## config.mk

```make
export PLATFORM = sky130hd
export DESIGN_NAME = nand_hamming_ecc
export DESIGN_NICKNAME = d
export VERILOG_FILES = /design/src/rtl/necc_pkg.sv /design/src/rtl/ecc_sector_count.sv /design/src/rtl/ecc_parity_acc.sv /design/src/rtl/ecc_classify.sv /design/src/rtl/nand_hamming_ecc.sv
export SDC_FILE = /design/constraint.sdc
export NUM_CORES = 1
export LEC_CHECK = 0
export BUFFER_PORTS_ARGS = -buffer_cell sky130_fd_sc_hd__buf_2
export CELL_PAD_IN_SITES_DETAIL_PLACEMENT = 1
export CELL_PAD_IN_SITES_GLOBAL_PLACEMENT = 1
export CORE_MARGIN = 4
export CORE_UTILIZATION = 44
export DETAILED_ROUTE_END_ITERATION = 6
export PLACE_DENSITY_LB_ADDON = 0.1
export SLEW_MARGIN = 40
export SYNTH_ARGS = -nofsm -noshare
export SYNTH_HDL_FRONTEND = slang
export SYNTH_HIERARCHICAL = 1
export SYNTH_SLANG_ARGS = --single-unit
```

## constraint.sdc

```tcl
create_clock -name clk -period 4.2 [get_ports clk]
set_input_delay 0.63 -clock clk [delete_from_list [all_inputs] [get_ports clk]]
set_output_delay 0.63 -clock clk [all_outputs]
set_load 0.05 [all_outputs]
```

## src/rtl/necc_pkg.sv

```systemverilog
package necc_pkg;
  typedef enum logic [1:0] {
    CHK_CLEAN     = 2'b00,
    CHK_FIXED     = 2'b01,
    CHK_CODE_ONLY = 2'b10,
    CHK_FATAL     = 2'b11
  } chk_status_e;
endpackage

```

## src/rtl/ecc_sector_count.sv

```systemverilog
module ecc_sector_count #(
  parameter int SECTOR_BYTES = 512,
  parameter int OFFS_W       = 9
) (
  input  logic              clk,
  input  logic              rst_n,
  input  logic              start_i,
  input  logic              strobe_i,
  output logic              take_o,
  output logic [OFFS_W-1:0] index_o,
  output logic              done_o
);
  localparam logic [OFFS_W-1:0] LAST_IDX = OFFS_W'(SECTOR_BYTES - 1);

  logic [OFFS_W-1:0] cnt_q, cnt_n;
  logic              done_q, done_n;
  logic              cnt_en;

  assign take_o  = strobe_i && !done_q && !start_i;
  assign index_o = cnt_q;
  assign done_o  = done_q;
  assign cnt_en  = start_i || take_o;

  always_comb begin
    cnt_n  = cnt_q;
    done_n = done_q;
    if (start_i) begin
      cnt_n  = '0;
      done_n = 1'b0;
    end else if (take_o) begin
      cnt_n  = cnt_q + 1'b1;
      done_n = (cnt_q == LAST_IDX);
    end
  end

  always_ff @(posedge clk or negedge rst_n) begin
    if (!rst_n) begin
      cnt_q  <= '0;
      done_q <= 1'b0;
    end else if (cnt_en) begin
      cnt_q  <= cnt_n;
      done_q <= done_n;
    end
  end

  // once done, only a start pulse can drop it
  p_done_holds_r1: assert property (@(posedge clk) disable iff (!rst_n)
    (done_q && !start_i) |=> done_q);
endmodule

```

## src/rtl/ecc_parity_acc.sv

```systemverilog
module ecc_parity_acc #(
  parameter int OFFS_W = 9
) (
  input  logic                clk,
  input  logic                rst_n,
  input  logic                clear_i,
  input  logic                take_i,
  input  logic [OFFS_W-1:0]   index_i,
  input  logic [7:0]          byte_i,
  output logic [OFFS_W+2:0]   hi_o,
  output logic [OFFS_W+2:0]   lo_o
);
  localparam int HALF_W = OFFS_W + 3;

  logic [HALF_W-1:0] hi_q, hi_n, lo_q, lo_n;
  logic              acc_en;

  assign acc_en = clear_i || take_i;
  assign hi_o   = hi_q;
  assign lo_o   = lo_q;

  // each set data bit folds its position into the upper half and the
  // complement of its position into the lower half
  always_comb begin
    hi_n = hi_q;
    lo_n = lo_q;
    if (clear_i) begin
      hi_n = '0;
      lo_n = '0;
    end else if (take_i) begin
      for (int j = 0; j < 8; j++) begin
        hi_n = hi_n ^ ({index_i, 3'(j)} & {HALF_W{byte_i[j]}});
        lo_n = lo_n ^ (~{index_i, 3'(j)} & {HALF_W{byte_i[j]}});
      end
    end
  end

  always_ff @(posedge clk or negedge rst_n) begin
    if (!rst_n) begin
      hi_q <= '0;
      lo_q <= '0;
    end else if (acc_en) begin
      hi_q <= hi_n;
      lo_q <= lo_n;
    end
  end

  // without an accepted byte or a clear the parity must not move
  p_acc_frozen_r11: assert property (@(posedge clk) disable iff (!rst_n)
    (!take_i && !clear_i) |=> ($stable(hi_q) && $stable(lo_q)));
endmodule

```

## src/rtl/ecc_classify.sv

```systemverilog
module ecc_classify
  import necc_pkg::*;
#(
  parameter int SECTOR_BYTES = 512,
  parameter int OFFS_W       = 9
) (
  input  logic [2*OFFS_W+5:0] computed_i,
  input  logic [2*OFFS_W+5:0] stored_i,
  output chk_status_e         status_o,
  output logic [OFFS_W-1:0]   err_byte_o,
  output logic [2:0]          err_bit_o
);
  localparam int HALF_W = OFFS_W + 3;
  localparam int CODE_W = 2 * HALF_W;

  logic [CODE_W-1:0] diff;
  logic [CODE_W-1:0] diff_m1;
  logic [HALF_W-1:0] half_x;
  logic [OFFS_W-1:0] offs;
  logic              in_range;
  logic              single_bit;

  assign diff       = computed_i ^ stored_i;
  assign diff_m1    = diff - 1'b1;
  assign half_x     = diff[CODE_W-1:HALF_W] ^ diff[HALF_W-1:0];
  assign offs       = diff[CODE_W-1:HALF_W+3];
  assign in_range   = {1'b0, offs} < (OFFS_W+1)'(SECTOR_BYTES);
  assign single_bit = (diff != '0) && ((diff & diff_m1) == '0);

  always_comb begin
    status_o   = CHK_CLEAN;
    err_byte_o = '0;
    err_bit_o  = '0;
    if (diff == '0) begin
      status_o = CHK_CLEAN;
    end else if (&half_x) begin
      if (in_range) begin
        status_o   = CHK_FIXED;
        err_byte_o = offs;
        err_bit_o  = diff[HALF_W+2:HALF_W];
      end else begin
        status_o = CHK_FATAL;
      end
    end else if (single_bit) begin
      status_o = CHK_CODE_ONLY;
    end else begin
      status_o = CHK_FATAL;
    end
  end
endmodule

```

## src/rtl/nand_hamming_ecc.sv

```systemverilog
module nand_hamming_ecc
  import necc_pkg::*;
#(
  parameter int SECTOR_BYTES = 512,
  parameter int OFFS_W       = 9
) (
  input  logic                 clk,
  input  logic                 rst_n,
  input  logic                 start_i,
  input  logic                 byte_vld_i,
  input  logic [7:0]           byte_i,
  input  logic                 chk_req_i,
  input  logic [2*OFFS_W+5:0]  stored_code_i,
  output logic [2*OFFS_W+5:0]  code_o,
  output logic                 done_o,
  output logic                 res_vld_o,
  output logic [1:0]           status_o,
  output logic [OFFS_W-1:0]    err_byte_o,
  output logic [2:0]           err_bit_o
);
  localparam int HALF_W = OFFS_W + 3;

  logic              take;
  logic [OFFS_W-1:0] index;
  logic              done;
  logic [HALF_W-1:0] hi, lo;
  chk_status_e       cls_status;
  logic [OFFS_W-1:0] cls_byte;
  logic [2:0]        cls_bit;

  logic              res_vld_q, res_vld_n;
  chk_status_e       status_q, status_n;
  logic [OFFS_W-1:0] byte_q, byte_n;
  logic [2:0]        bit_q, bit_n;
  logic              res_en, capture;

  ecc_sector_count #(.SECTOR_BYTES(SECTOR_BYTES), .OFFS_W(OFFS_W)) u_count (
    .clk(clk), .rst_n(rst_n), .start_i(start_i), .strobe_i(byte_vld_i),
    .take_o(take), .index_o(index), .done_o(done)
  );

  ecc_parity_acc #(.OFFS_W(OFFS_W)) u_acc (
    .clk(clk), .rst_n(rst_n), .clear_i(start_i), .take_i(take),
    .index_i(index), .byte_i(byte_i), .hi_o(hi), .lo_o(lo)
  );

  assign code_o = ~{hi, lo};

  ecc_classify #(.SECTOR_BYTES(SECTOR_BYTES), .OFFS_W(OFFS_W)) u_cls (
    .computed_i(code_o), .stored_i(stored_code_i),
    .status_o(cls_status), .err_byte_o(cls_byte), .err_bit_o(cls_bit)
  );

  assign capture = chk_req_i && done && !res_vld_q && !start_i;
  assign res_en  = start_i || capture;

  always_comb begin
    res_vld_n = res_vld_q;
    status_n  = status_q;
    byte_n    = byte_q;
    bit_n     = bit_q;
    if (start_i) begin
      res_vld_n = 1'b0;
      status_n  = CHK_CLEAN;
      byte_n    = '0;
      bit_n     = '0;
    end else if (capture) begin
      res_vld_n = 1'b1;
      status_n  = cls_status;
      byte_n    = cls_byte;
      bit_n     = cls_bit;
    end
  end

  always_ff @(posedge clk or negedge rst_n) begin
    if (!rst_n) begin
      res_vld_q <= 1'b0;
      status_q  <= CHK_CLEAN;
      byte_q    <= '0;
      bit_q     <= '0;
    end else if (res_en) begin
      res_vld_q <= res_vld_n;
      status_q  <= status_n;
      byte_q    <= byte_n;
      bit_q     <= bit_n;
    end
  end

  assign done_o     = done;
  assign res_vld_o  = res_vld_q;
  assign status_o   = status_q;
  assign err_byte_o = byte_q;
  assign err_bit_o  = bit_q;

  // an accepted request yields a result one clock later
  p_result_latency_r10: assert property (@(posedge clk) disable iff (!rst_n)
    (chk_req_i && done_o && !res_vld_o && !start_i) |=> res_vld_o);

  // a held result does not change until start
  p_result_held_r10: assert property (@(posedge clk) disable iff (!rst_n)
    (res_vld_o && !start_i) |=> (res_vld_o && $stable(status_o) &&
                                 $stable(err_byte_o) && $stable(err_bit_o)));

  // no result exists without a finished sector
  p_no_early_result_r10: assert property (@(posedge clk) disable iff (!rst_n)
    !done_o |-> !res_vld_o);

  // start leaves nothing completed behind
  p_start_clears_r9: assert property (@(posedge clk) disable iff (!rst_n)
    start_i |=> (!done_o && !res_vld_o));

  // a reported fix never points past the sector
  p_fix_in_range_r6: assert property (@(posedge clk) disable iff (!rst_n)
    (res_vld_o && status_o == 2'b01) |->
      ({1'b0, err_byte_o} < (OFFS_W+1)'(SECTOR_BYTES)));
endmodule

```

==> results.md <==
- Hold Vio Cnt, Final: 0
- Via count: 2,893
- H-tree depth: 2
- Cell count after synthesis: 380
- RSZ-0062 raised after global routing: no
- Mapped cell area: between 0.003 and 0.004 mm²
- Critical Path AT: 2.80 ns
- Buffer depth of the longest clock path: 2
- Synth Flop Type: dfrtp_1
- Worst Skew: approximately 0.0090 ns
- Remaining DRCs: 0
- Vias in the first global route: 2,995
- Clk Latency, worst-skew pair: roughly 0.30 ns
- Clk pin slew, worst setup/hold paths: 0.09 ns
- DR WL/cell: 16.3 µm
- Routed Antenna Nets: 0
- Max incr delay on CP: 0.53 ns
- Grt total ovfl: 0
- Fin crit share: 61.2%
- CP max stage cell: xnor2_1
- IO Pins: 77
- Chip height: 95.0 µm
- HPWL Detailed: 6900 µm
- Syn nets: 419
- Initial Util: 45.7%
- Max Slew Vio Count: 0
- Setup Crit Path Kind: primary input to flop
- Core area: 0.00729 mm²
- Post-synth cell types: 48
- Final setup TNS: 0 ns
- Resize count post-CTS: 0
- PortBufs: 76
- Crit-path cells: buf_2 > xnor2_1 > xnor2_1 > nor4_1 > nand3_1 > nand4_1 > nor2_2 > a21oi_2 > nand2b_1 > mux2i_1
- Initial antenna violation count: 0
- Global-route wire length before repair: roughly 15,000 µm
- Post-synthesis async set-or-reset flop share: 100%
- P&R area growth vs syn: 16.3%
- Die Span X: 95.0 µm
- Total die area: 0.00903 mm²
- TritonCTS clock tree: built
- Most common cell on crit path: xnor2_1
- Final nets: slightly below 500
- Rows: 31
- Cell Pwr Density: 299 mW/mm²
- Seq/Total Area, Yosys: a little under two fifths
- Fmax: 389 MHz
- GP Congestion: 0.908
- CTS sink count: 49
- P_leak: 1.57 nW
- CP Capture Type: flop
- Status: completed
- DR pass1 iterations: 4
- Critical path startpoint category: primary input
- Iteration-0 DRC Markers: 97
- Max cap viols: 0
- Postcts setup bufs: 0
- CP max FO: 14
- CP required: around 4.4 ns
- Final worst path period need: 2.57 ns
- YS warnings: 6
- Ant. Diodes: 0
- Layout cells sized above 1: 22.1%
- Worst slew pin tran: 0.648 ns
- Setup violators final: 0
- Largest net degree at the start of global routing: 65
- Dpl ws: 1.40 ns
- Slack of the critical path: between 1.5 and 2 ns
- Hold-fix buffers, CTS: 0
- Slew Limit Headroom: 56.5%
- Power, Total: 0.00116 W
- Post-Route WL: 9010 µm
- Vias per inst: 5.24
- Root Buffer: clkbuf_8
- VDD IR max: 0.192 mV
- Mapped Avg Cell Area: 8.76 µm²
- GRT Util Overall: 21.1%
- CTS buffer count: 5
- Number of flops mapped to enable cells by yosys: 0
- Hold crit path type: primary input to asynchronous set/reset pin
- Yosys reg bits: 49
[cell families after synthesis]
logic type | count (synthesis) | share of synthesized area [%]
AOI/OAI and AO/OA | 64 | 10.3
xor gates and xnor gates | 64 | 16.8
adders and majority gates | 6 | 1.99
buffers and inverters | 40 | 5.33
DFF | 49 | 36.8
muxes | 14 | 4.21
and+or+nand+nor | 143 | 24.5
[per-layer routing]
layer	share of wire (%)	routed length (µm)	up-vias	track usage (%)
met5	0	0	-	0
met4	1.3	116	0	5.77
met3	3.2	288	7	2.63
met2	53	4740	48	36.9
met1	43	3870	1436	27.3
li1	-	-	1402	-
[placed cells by master, fill, tap and decap left out, types with 4 or more instances in the layout]
cell type	synthesis	final
o21ai_0	23	23
a21oi_1	31	31
nand2b_1	38	38
clkbuf_8	0	5
and3_1	4	4
or3_1	18	18
xor2_1	11	11
inv_1	26	26
buf_4	0	4
mux2i_1	14	14
nand3_1	5	5
nand2_1	24	24
or3_2	4	4
dfrtp_1	49	49
buf_2	1	76
xnor2_1	53	52
nor2_1	27	27
[area by class of cell]
class / instances / area [µm²]
clock inverters: 1 / 8.76
well taps: 99 / 124
clock buffers: 6 / 72.6
repair buffers: 80 / 410
multi-input cells: 291 / 1940
fillers: 915 / 3420
flip-flops and latches: 49 / 1230
inverters: 26 / 97.6
[final timing paths]
check | to | start | slack [ns] | depth (start not counted)
min in group clk | res_vld_o$_DFFE_PN0P_ | res_vld_o$_DFFE_PN0P_ | 0.53 | 2
max in group asynchronous | u_acc/lo_o[0]$_DFFE_PN0P_ | rst_n | 3.33 | 2
min | err_byte_o[4]$_DFFE_PN0P_ | rst_n | 0.43 | 2
min reg2reg | res_vld_o$_DFFE_PN0P_ | res_vld_o$_DFFE_PN0P_ | 0.53 | 2
max reg2reg | status_o[0]$_DFFE_PN0P_ | u_acc/hi_o[8]$_DFFE_PN0P_ | 1.64 | 10
max | status_o[0]$_DFFE_PN0P_ | stored_code_i[20] | 1.63 | 10
[per-stage QoR]
step	util, %	cell area, µm²	cells	hold slack, ns
after floorplan	-	3330	380	0.334
after global placement	52.0	3790	545	0.491
after detailed placement	52.0	3790	545	0.510
after CTS	53.1	3870	552	0.454
after global routing	53.1	3870	552	0.476
final	53.1	3870	552	0.432
[critical path, delay by kind of cell]
| family | cells | cell delay, ns |
|---|---|---|
| AO/OA/AOI/OAI | 1 | 0.12 |
| XOR/XNOR | 2 | 0.70 |
| buffers and inverters | 1 | 0.10 |
| multiplexers | 1 | 0.12 |
| AND/OR/NAND/NOR | 5 | 1.12 |
[sequential cells by signal (all words and copies together), names as in the netlist]
name             cells
u_acc/lo_o          12
u_count/index_o      9
res_vld_o            1
err_byte_o           9
status_o             2
err_bit_o            3
u_count/done_o       1
u_acc/hi_o          12
[Yosys cell counts, types with 2 or more instances]
library cell / count / area (µm²)
nor2_1: 27 / 101
ha_1: 2 / 25.0
nor3_1: 2 / 10.0
or3_2: 4 / 30.0
nand2_1: 24 / 90.1
maj3_1: 3 / 30.0
and3_1: 4 / 25.0
dfrtp_1: 49 / 1230
inv_1: 26 / 97.6
xor2_1: 11 / 96.3
or3_1: 18 / 113
mux2i_1: 14 / 140
and2b_1: 2 / 15.0
a21oi_1: 31 / 155
nand2b_1: 38 / 238
clkbuf_2: 2 / 10.0
nand4_1: 2 / 12.5
nand3_1: 5 / 25.0
nor2b_1: 3 / 18.8
o21ai_0: 23 / 115
xnor2_1: 53 / 464
clkbuf_1: 9 / 33.8
nor4_1: 3 / 18.8
[report_power, final]
part	internal, W	switching [W]	leakage, nW
sequential	0.000490	0.0000143	0.677
clock	0.000116	0.000161	0.0412
combinational	0.000129	0.000249	0.855
Power figures use the tool's default switching activity.
